$ cat src/rtl/cpu_pkg.sv
package cpu_pkg;

  typedef enum logic [7:0] {
    OP_ADD = 8'd0,
    OP_SUB = 8'd1,
    OP_NOT = 8'd2,
    OP_AND = 8'd3,
    OP_OR  = 8'd4,
    OP_MOV = 8'd5,
    OP_LD  = 8'd6,
    OP_ST  = 8'd7,
    OP_BR  = 8'd8,
    OP_HLT = 8'd9
  } op_e;

  typedef enum logic [2:0] {
    ALU_COPY,
    ALU_ADD,
    ALU_SUB,
    ALU_AND,
    ALU_OR,
    ALU_NOT
  } alu_fn_e;

  // Sequencer states. Fetch: S_FA..S_FI. Operand-word handling: S_OA..S_OC2.
  typedef enum logic [4:0] {
    S_FA, S_FC, S_FW, S_FI, S_DEC,
    S_OA, S_OC, S_OW, S_OD, S_OA2, S_OC2,
    S_LW, S_LM, S_OPR, S_EXE, S_WB,
    S_SR, S_SW, S_BA, S_BC, S_HALT
  } state_e;

  localparam logic [7:0] COND_ALWAYS = 8'd0;
  localparam logic [7:0] COND_ZERO   = 8'd1;
  localparam logic [7:0] COND_NZERO  = 8'd2;

endpackage

$ cat src/rtl/cpu_regfile.sv
module cpu_regfile
  import cpu_pkg::*;
#(
  parameter int DATA_W = 32,
  parameter int DEPTH  = 32,
  localparam int IDX_W = $clog2(DEPTH)
) (
  input  logic              clk,
  input  logic              rst,
  input  logic [IDX_W-1:0]  rd_sel_a,
  input  logic [IDX_W-1:0]  rd_sel_b,
  input  logic              wr_en,
  input  logic [IDX_W-1:0]  wr_sel,
  input  logic [DATA_W-1:0] wr_data,
  output logic [DATA_W-1:0] rd_a,
  output logic [DATA_W-1:0] rd_b
);

  logic [DATA_W-1:0] regs [DEPTH];

  always_ff @(posedge clk) begin
    if (rst) begin
      for (int i = 0; i < DEPTH; i++) regs[i] <= '0;
    end else if (wr_en) begin
      regs[wr_sel] <= wr_data;
    end
  end

  assign rd_a = regs[rd_sel_a];
  assign rd_b = regs[rd_sel_b];

  // A written entry reads back on the next cycle if the selector holds.
  AST_RF_WRITE_LANDS: assert property (@(posedge clk) disable iff (rst)
    (wr_en && (wr_sel == rd_sel_a)) |=> (!$stable(rd_sel_a) || rd_a == $past(wr_data)));

endmodule

$ cat src/rtl/cpu_alu.sv
module cpu_alu
  import cpu_pkg::*;
#(
  parameter int DATA_W = 32
) (
  input  alu_fn_e           fn,
  input  logic [DATA_W-1:0] opa,
  input  logic [DATA_W-1:0] opb,
  output logic [DATA_W-1:0] res,
  output logic              res_zero
);

  function automatic logic [DATA_W-1:0] alu_eval(
    input alu_fn_e           f,
    input logic [DATA_W-1:0] x,
    input logic [DATA_W-1:0] y
  );
    case (f)
      ALU_ADD: return x + y;
      ALU_SUB: return x - y;
      ALU_AND: return x & y;
      ALU_OR:  return x | y;
      ALU_NOT: return ~x;
      default: return x;
    endcase
  endfunction

  assign res      = alu_eval(fn, opa, opb);
  assign res_zero = (res == '0);

endmodule

$ cat src/rtl/cpu_ctrl.sv
module cpu_ctrl
  import cpu_pkg::*;
(
  input  logic       clk,
  input  logic       rst,
  input  logic [7:0] opcode,
  input  logic [7:0] cond,
  input  logic       zf,
  output state_e     state,
  output alu_fn_e    alu_fn,
  output logic       halted
);

  state_e nxt;

  function automatic logic branch_go(input logic [7:0] c, input logic z);
    case (c)
      COND_ALWAYS: return 1'b1;
      COND_ZERO:   return z;
      COND_NZERO:  return !z;
      default:     return 1'b0;
    endcase
  endfunction

  function automatic alu_fn_e exec_fn(input logic [7:0] op);
    case (op)
      OP_ADD:  return ALU_ADD;
      OP_SUB:  return ALU_SUB;
      OP_AND:  return ALU_AND;
      OP_OR:   return ALU_OR;
      OP_NOT:  return ALU_NOT;
      default: return ALU_COPY;
    endcase
  endfunction

  wire is_mem_ref = (opcode == OP_LD) || (opcode == OP_ST) || (opcode == OP_BR);
  wire is_stop    = (opcode >= OP_HLT);

  always_comb begin
    nxt = state;
    case (state)
      S_FA:  nxt = S_FC;
      S_FC:  nxt = S_FW;
      S_FW:  nxt = S_FI;
      S_FI:  nxt = S_DEC;
      S_DEC: begin
        if (is_stop)         nxt = S_HALT;
        else if (is_mem_ref) nxt = S_OA;
        else                 nxt = S_OPR;
      end
      S_OA:  nxt = S_OC;
      S_OC:  nxt = S_OW;
      S_OW:  nxt = S_OD;
      S_OD:  nxt = S_OA2;
      S_OA2: nxt = S_OC2;
      S_OC2: begin
        if (opcode == OP_LD)      nxt = S_LW;
        else if (opcode == OP_ST) nxt = S_SR;
        else if (branch_go(cond, zf)) nxt = S_BA;
        else                      nxt = S_FA;
      end
      S_LW:  nxt = S_LM;
      S_LM:  nxt = S_OPR;
      S_OPR: nxt = S_EXE;
      S_EXE: nxt = S_WB;
      S_WB:  nxt = S_FA;
      S_SR:  nxt = S_SW;
      S_SW:  nxt = S_FA;
      S_BA:  nxt = S_BC;
      S_BC:  nxt = S_FA;
      S_HALT: nxt = S_HALT;
      default: nxt = S_FA;
    endcase
  end

  always_ff @(posedge clk) begin
    if (rst) state <= S_FA;
    else     state <= nxt;
  end

  assign alu_fn = (state == S_EXE) ? exec_fn(opcode) : ALU_COPY;
  assign halted = (state == S_HALT);

  AST_STOP_DECODES_TO_HALT: assert property (@(posedge clk) disable iff (rst)
    (state == S_DEC && opcode >= OP_HLT) |=> halted);

  AST_EXEC_ONLY_FOR_ALU: assert property (@(posedge clk) disable iff (rst)
    (state == S_EXE) |-> (opcode <= OP_LD));

endmodule

$ cat src/rtl/acc_bus_cpu.sv
module acc_bus_cpu
  import cpu_pkg::*;
#(
  parameter int DATA_W   = 32,
  parameter int RF_DEPTH = 32
) (
  input  logic              clk,
  input  logic              rst,
  output logic [DATA_W-1:0] mem_addr,
  input  logic [DATA_W-1:0] mem_rdata,
  output logic [DATA_W-1:0] mem_wdata,
  output logic              mem_we,
  output logic              halted
);

  localparam int IDX_W = $clog2(RF_DEPTH);
  localparam logic [DATA_W-1:0] STEP = DATA_W'(DATA_W / 8);
  localparam int F_OP = 24;
  localparam int F_S1 = 16;
  localparam int F_S2 = 8;
  localparam int F_D  = 0;

  state_e  state;
  alu_fn_e alu_fn;

  logic [DATA_W-1:0] pc, ra, rb, rc, mar, mbr, ir;
  logic              zf;

  logic [7:0] ir_op, ir_s1, ir_s2, ir_d;
  assign ir_op = ir[F_OP +: 8];
  assign ir_s1 = ir[F_S1 +: 8];
  assign ir_s2 = ir[F_S2 +: 8];
  assign ir_d  = ir[F_D  +: 8];

  function automatic logic [IDX_W-1:0] wrap_idx(input logic [7:0] f);
    return IDX_W'(f % 8'(RF_DEPTH));
  endfunction

  logic [DATA_W-1:0] rf_a, rf_b, alu_y;
  logic              alu_zero;

  // Named internal events
  wire fetch_cap = (state == S_FI);
  wire flag_upd  = (state == S_EXE);
  wire rf_we     = (state == S_WB);
  wire st_we     = (state == S_SW);

  cpu_ctrl u_ctrl (
    .clk    (clk),
    .rst    (rst),
    .opcode (ir_op),
    .cond   (ir_s1),
    .zf     (zf),
    .state  (state),
    .alu_fn (alu_fn),
    .halted (halted)
  );

  cpu_regfile #(.DATA_W(DATA_W), .DEPTH(RF_DEPTH)) u_rf (
    .clk      (clk),
    .rst      (rst),
    .rd_sel_a (wrap_idx(ir_s1)),
    .rd_sel_b (wrap_idx(ir_s2)),
    .wr_en    (rf_we),
    .wr_sel   (wrap_idx(ir_d)),
    .wr_data  (rc),
    .rd_a     (rf_a),
    .rd_b     (rf_b)
  );

  cpu_alu #(.DATA_W(DATA_W)) u_alu (
    .fn       (alu_fn),
    .opa      (ra),
    .opb      (rb),
    .res      (alu_y),
    .res_zero (alu_zero)
  );

  always_ff @(posedge clk) begin
    if (rst) begin
      pc  <= '0;
      ra  <= '0;
      rb  <= '0;
      rc  <= '0;
      mar <= '0;
      mbr <= '0;
      ir  <= '0;
      zf  <= 1'b0;
    end else begin
      case (state)
        S_FA:  ra <= pc;
        S_FC:  begin rc <= alu_y; mar <= alu_y; end
        S_FI:  begin ir <= mem_rdata; pc <= pc + STEP; end
        S_OA:  ra <= pc;
        S_OC:  begin rc <= alu_y; mar <= alu_y; end
        S_OD:  mbr <= mem_rdata;
        S_OA2: ra <= mbr;
        S_OC2: begin rc <= alu_y; mar <= alu_y; pc <= pc + STEP; end
        S_LM:  mbr <= mem_rdata;
        S_OPR: begin
          ra <= (ir_op == OP_LD) ? mbr : rf_a;
          rb <= rf_b;
        end
        S_EXE: begin rc <= alu_y; zf <= alu_zero; end
        S_SR:  mbr <= rf_a;
        S_BA:  ra <= mar;
        S_BC:  begin rc <= alu_y; pc <= alu_y; end
        default: ;
      endcase
    end
  end

  assign mem_addr  = mar;
  assign mem_wdata = mbr;
  assign mem_we    = st_we;

  AST_HALT_HOLDS: assert property (@(posedge clk) disable iff (rst)
    halted |=> (halted && !mem_we && $stable(mem_addr)));

  AST_WRITE_ONLY_ON_STORE: assert property (@(posedge clk) disable iff (rst)
    mem_we |-> (ir_op == OP_ST));

  AST_WRITE_SINGLE_CYCLE: assert property (@(posedge clk) disable iff (rst)
    mem_we |=> !mem_we);

  AST_FLAG_QUIET: assert property (@(posedge clk) disable iff (rst)
    !flag_upd |=> $stable(zf));

  AST_FLAG_MATCHES_RESULT: assert property (@(posedge clk) disable iff (rst)
    flag_upd |=> (zf == (rc == '0)));

  AST_WB_NOT_FOR_CONTROL: assert property (@(posedge clk) disable iff (rst)
    rf_we |-> (ir_op != OP_ST && ir_op != OP_BR && ir_op < OP_HLT));

  AST_FETCH_FROM_PC: assert property (@(posedge clk) disable iff (rst)
    fetch_cap |-> (mem_addr == pc));

endmodule

$ cat config.mk
export PLATFORM = sky130hd
export DESIGN_NAME = acc_bus_cpu
export DESIGN_NICKNAME = d
export VERILOG_FILES = /design/src/rtl/cpu_pkg.sv /design/src/rtl/cpu_regfile.sv /design/src/rtl/cpu_alu.sv /design/src/rtl/cpu_ctrl.sv /design/src/rtl/acc_bus_cpu.sv
export SDC_FILE = /design/constraint.sdc
export NUM_CORES = 2
export LEC_CHECK = 0
export ABC_AREA = 1
export BUFFER_PORTS_ARGS = -buffer_cell sky130_fd_sc_hd__buf_4
export CAP_MARGIN = 10
export CORE_MARGIN = 3
export CORE_UTILIZATION = 45
export CTS_CLUSTER_SIZE = 14
export DETAILED_ROUTE_END_ITERATION = 7
export PLACE_DENSITY = 0.56
export SYNTH_ARGS = -nofsm -noshare
export SYNTH_HDL_FRONTEND = slang
export SYNTH_SLANG_ARGS = --single-unit
$ cat constraint.sdc
create_clock -name clk -period 6.1 [get_ports clk]
set_input_delay 0.915 -clock clk [delete_from_list [all_inputs] [get_ports clk]]
set_output_delay 0.915 -clock clk [all_outputs]
set_load 0.05 [all_outputs]
==> results.md <==
- Reg2reg setup slack: 1070 ps
- Setup TNS: 0 ps
- Pins Over Slew Limit: 0
- Crit path time final: about 5000 ps
- Register bit total from synthesis: 1253
- DR WL/cell: 31.3 um
- DRT iter0 DRCs: 10500
- Clk sinks: 1253
- Critical Path RT: around 6800 ps
- RSZ-0062 raised after global routing: no
- Die W: ~400 um
- Worst min-delay path class: input pin to flip-flop
- Synth Warn #: 0
- Met1 wire length: ~120 mm
- Hold-fix buffers, CTS: 0
- Final RePlAce weighted congestion: 0.985
- Crit-path max cell delay: 430 ps
- Multi-input logic area: approximately 29000 um2
- Worst path depth: 29
- Worst Tran Pin Value: ~1300 ps
- Sequential area share after synthesis: between 50% and 60%
- Adder-Cell Fraction of Synth Area: less than 1%
- CTS buffer count: 146
- Status: finished with violations
- Max-Cap Viols: 0
- Standard-cell rows: roughly 140
- Cell area after synthesis: ~68000 um2
- Synth Area in XOR/XNOR: 0.808%
- Crit Path Category: flip-flop to flip-flop
- Worst-path maximum fanout: 5
- CP max stage cell: ha_1
- CP Launch Point: rb[0]
- Number of synthesized flops with an enable pin: about 1000
- Met3 WL post-DR: ~40 mm
- Final period util: between 80% and 90%
- GRT Total Usage: between 30% and 40%
- Nets: roughly 8200
- Mux contribution to synthesized area: 0%
- Static leakage: about 28 nW
- Critical R2R Launch: rb[0]
- FF-to-FF End: zf
- Dpl hpwl: approximately 200 mm
- Clk root buf: clkbuf_16
- Compound-cell area share of the yosys netlist: between 20% and 30%
- Syn_area_per_cell: between 8 and 9 um2
- Yosys cell types: 55
- Synth async-reset ratio: 0%
- Critical path arrival: about 5700 ps
- Area after DPL: approximately 71000 um2
- Overall die height: between 300 and 400 um
- Delay-heaviest family, CP: simple AND/OR/NAND/NOR gates
- Share of cells above drive strength 1: between 7 and 8%
- Cts repair resizes: 0
- DR pass1 iterations: 8
- Die ar.: 157000 um2
- Vias in the first global route: 62200
- Overflow after GRT: 0
- Crit path top cell by count: nand2_1
- Largest net degree at the start of global routing: approximately 170
- Antenna violations before repair: 11
- Final Hold Viols: 0
- Synth area leaders: edfxtp_1 45%, nor2_1 13%, o21ai_0 10%, dfxtp_1 6.7%, clkbuf_1 3.7%
- First-pass GRT wire length: 451 mm
- # fillers: about 14000
- Hold Worst Slack: between 300 and 400 ps
- DRC: 1
- FF/Latch Area: approximately 35000 um2
- Reg clk slew, reported paths: 60 ps
- Synth Area in Simple Gates: approximately a fifth
- Failing checks: DRC
- Main synth FF type: edfxtp_1
- Design area: roughly 76000 um2
- Met2 Wirelength: 135 mm
- Port bufs: slightly below 100
- DR vias/cell: 6.54
- Synth top area share: a little under half
- Cell taking the most area after synthesis: edfxtp_1
- Buf/Inv on CP: 2
- Max Buffers Root-to-Sink: 3
- Ports: 100
- Largest family of logic cells by synthesized area: simple AND/OR/NAND/NOR gates
- TritonCTS clock tree: yes
- Count leader, synth: nor2_1
- Max layer used: met5
- Reg2Reg Depth: 29
- DR vias: between 60000 and 70000
- Initial cell density of the core: a little under half
- Critical Path Start Type: flip-flop
- Peak VDD IR: 0.000253 V
- CP Capture Type: flip-flop
- Skew-Pair Late Insertion Delay: roughly 810 ps
- Final Setup Violations: 0
- Pwr dens: ~420 nW/um2
- Clock skew: approximately 37 ps
- DRT Wirelength: approximately 320 mm
- Crit path capture: zf
- Mapped Cells: 8373
- Fmax: ~200 MHz
- P&R area growth vs syn: 10.8%
- Setup Fix Bufs, Post-CTS: 0
- Final ANT Viol Nets: 0
- Post-synth top cells: 2390 x nor2_1, 1410 x o21ai_0, 1024 x edfxtp_1, 673 x clkbuf_1, 670 x nand2_1
- Syn nets: about 8400
- Core Region: 150000 um2
- H-tree Lvls: 4
- Rel. slew slack: between 10 and 15%
## power breakdown
group,switching [W],total (W),internal (W)
clock network,0.00370,0.00870,0.00500
registers,0.000912,0.0107,0.00982
logic,0.00953,0.0124,0.00288
total,0.0141,0.0318,0.0177
## metal layers
| metal | vias to the layer above | GRT usage [%] |
|---|---|---|
| li1 | 28600 | - |
| met1 | 32400 | 53.3 |
| met2 | 4894 | 57.6 |
| met3 | 890 | 9.80 |
| met4 | 6 | 23.9 |
| met5 | - | 0 |
## layout by cell type, fill, tap and decap left out, types with 49 or more instances in the layout
cell type	synthesis	routed
nor2_1	2390	2386
o21ai_0	1410	1408
edfxtp_1	1024	1024
nand2_1	670	611
inv_1	350	344
nand3_1	348	342
o22ai_1	311	311
buf_4	1	269
a21oi_1	256	256
o221ai_1	225	225
dfxtp_1	229	219
clkbuf_16	0	151
nand2_2	5	64
xor2_1	59	59
o211ai_1	56	56
clkbuf_1	673	49
## how the worst min path moves through the flow
stage,endpoint,slack [ps],startpoint,depth (start not counted)
floorplan,flip-flop,440,ir[16],2
global placement,flip-flop,470,ir[16],2
detailed placement,flip-flop,470,ir[16],2
CTS,ir[3],320,mem_rdata[3],3
global route,ir[3],380,mem_rdata[3],3
finish,ir[3],360,mem_rdata[3],3
## through the flow
step | instances | worst slack [ps] | power, W | utilization [%]
6_report | 10200 | 1070 | 0.0318 | 50.4
5_1_grt | 10200 | 531 | 0.0329 | 50.4
4_1_cts | 10200 | 1150 | 0.0314 | 50.3
3_5_place_dp | 9950 | 1180 | 0.0228 | 47.2
3_3_place_gp | 9950 | 1280 | 0.0227 | 47.2
2_1_floorplan | 8373 | 2560 | 0.0174 | -
## worst min-delay path, delay by kind of cell
kind	cells	cell delay (ps)
buffers and inverters	1	90
AND/OR/NAND/NOR	2	120
## layout make-up
type                       count  share of cell area, %
sequential                  1253                   46.7
multi-input combinational   6008                   38.2
clock buffer                 209                   5.40
timing repair buffer         308                   3.68
tap                         2016                   3.33
inverter                     368                   1.89
clock inverter                54                  0.721
antenna                        6                 0.0198
## kinds of logic after synthesis
logic type | count (synthesis)
simple gates | 3524
buf+inv | 1112
compound gates | 2385
xor+xnor | 63
flops | 1253
fa+ha+maj | 36
## registers in the layout (all words and copies together) (netlist names), named ones only
signal / count
zf: 1
pc: 32
u_ctrl.state: 5
ra: 32
mem_wdata: 32
u_rf.regs: 1024
rb: 32
rc: 32
ir: 26
mem_addr: 32
Note: power is estimated with default switching activity, not from simulation.
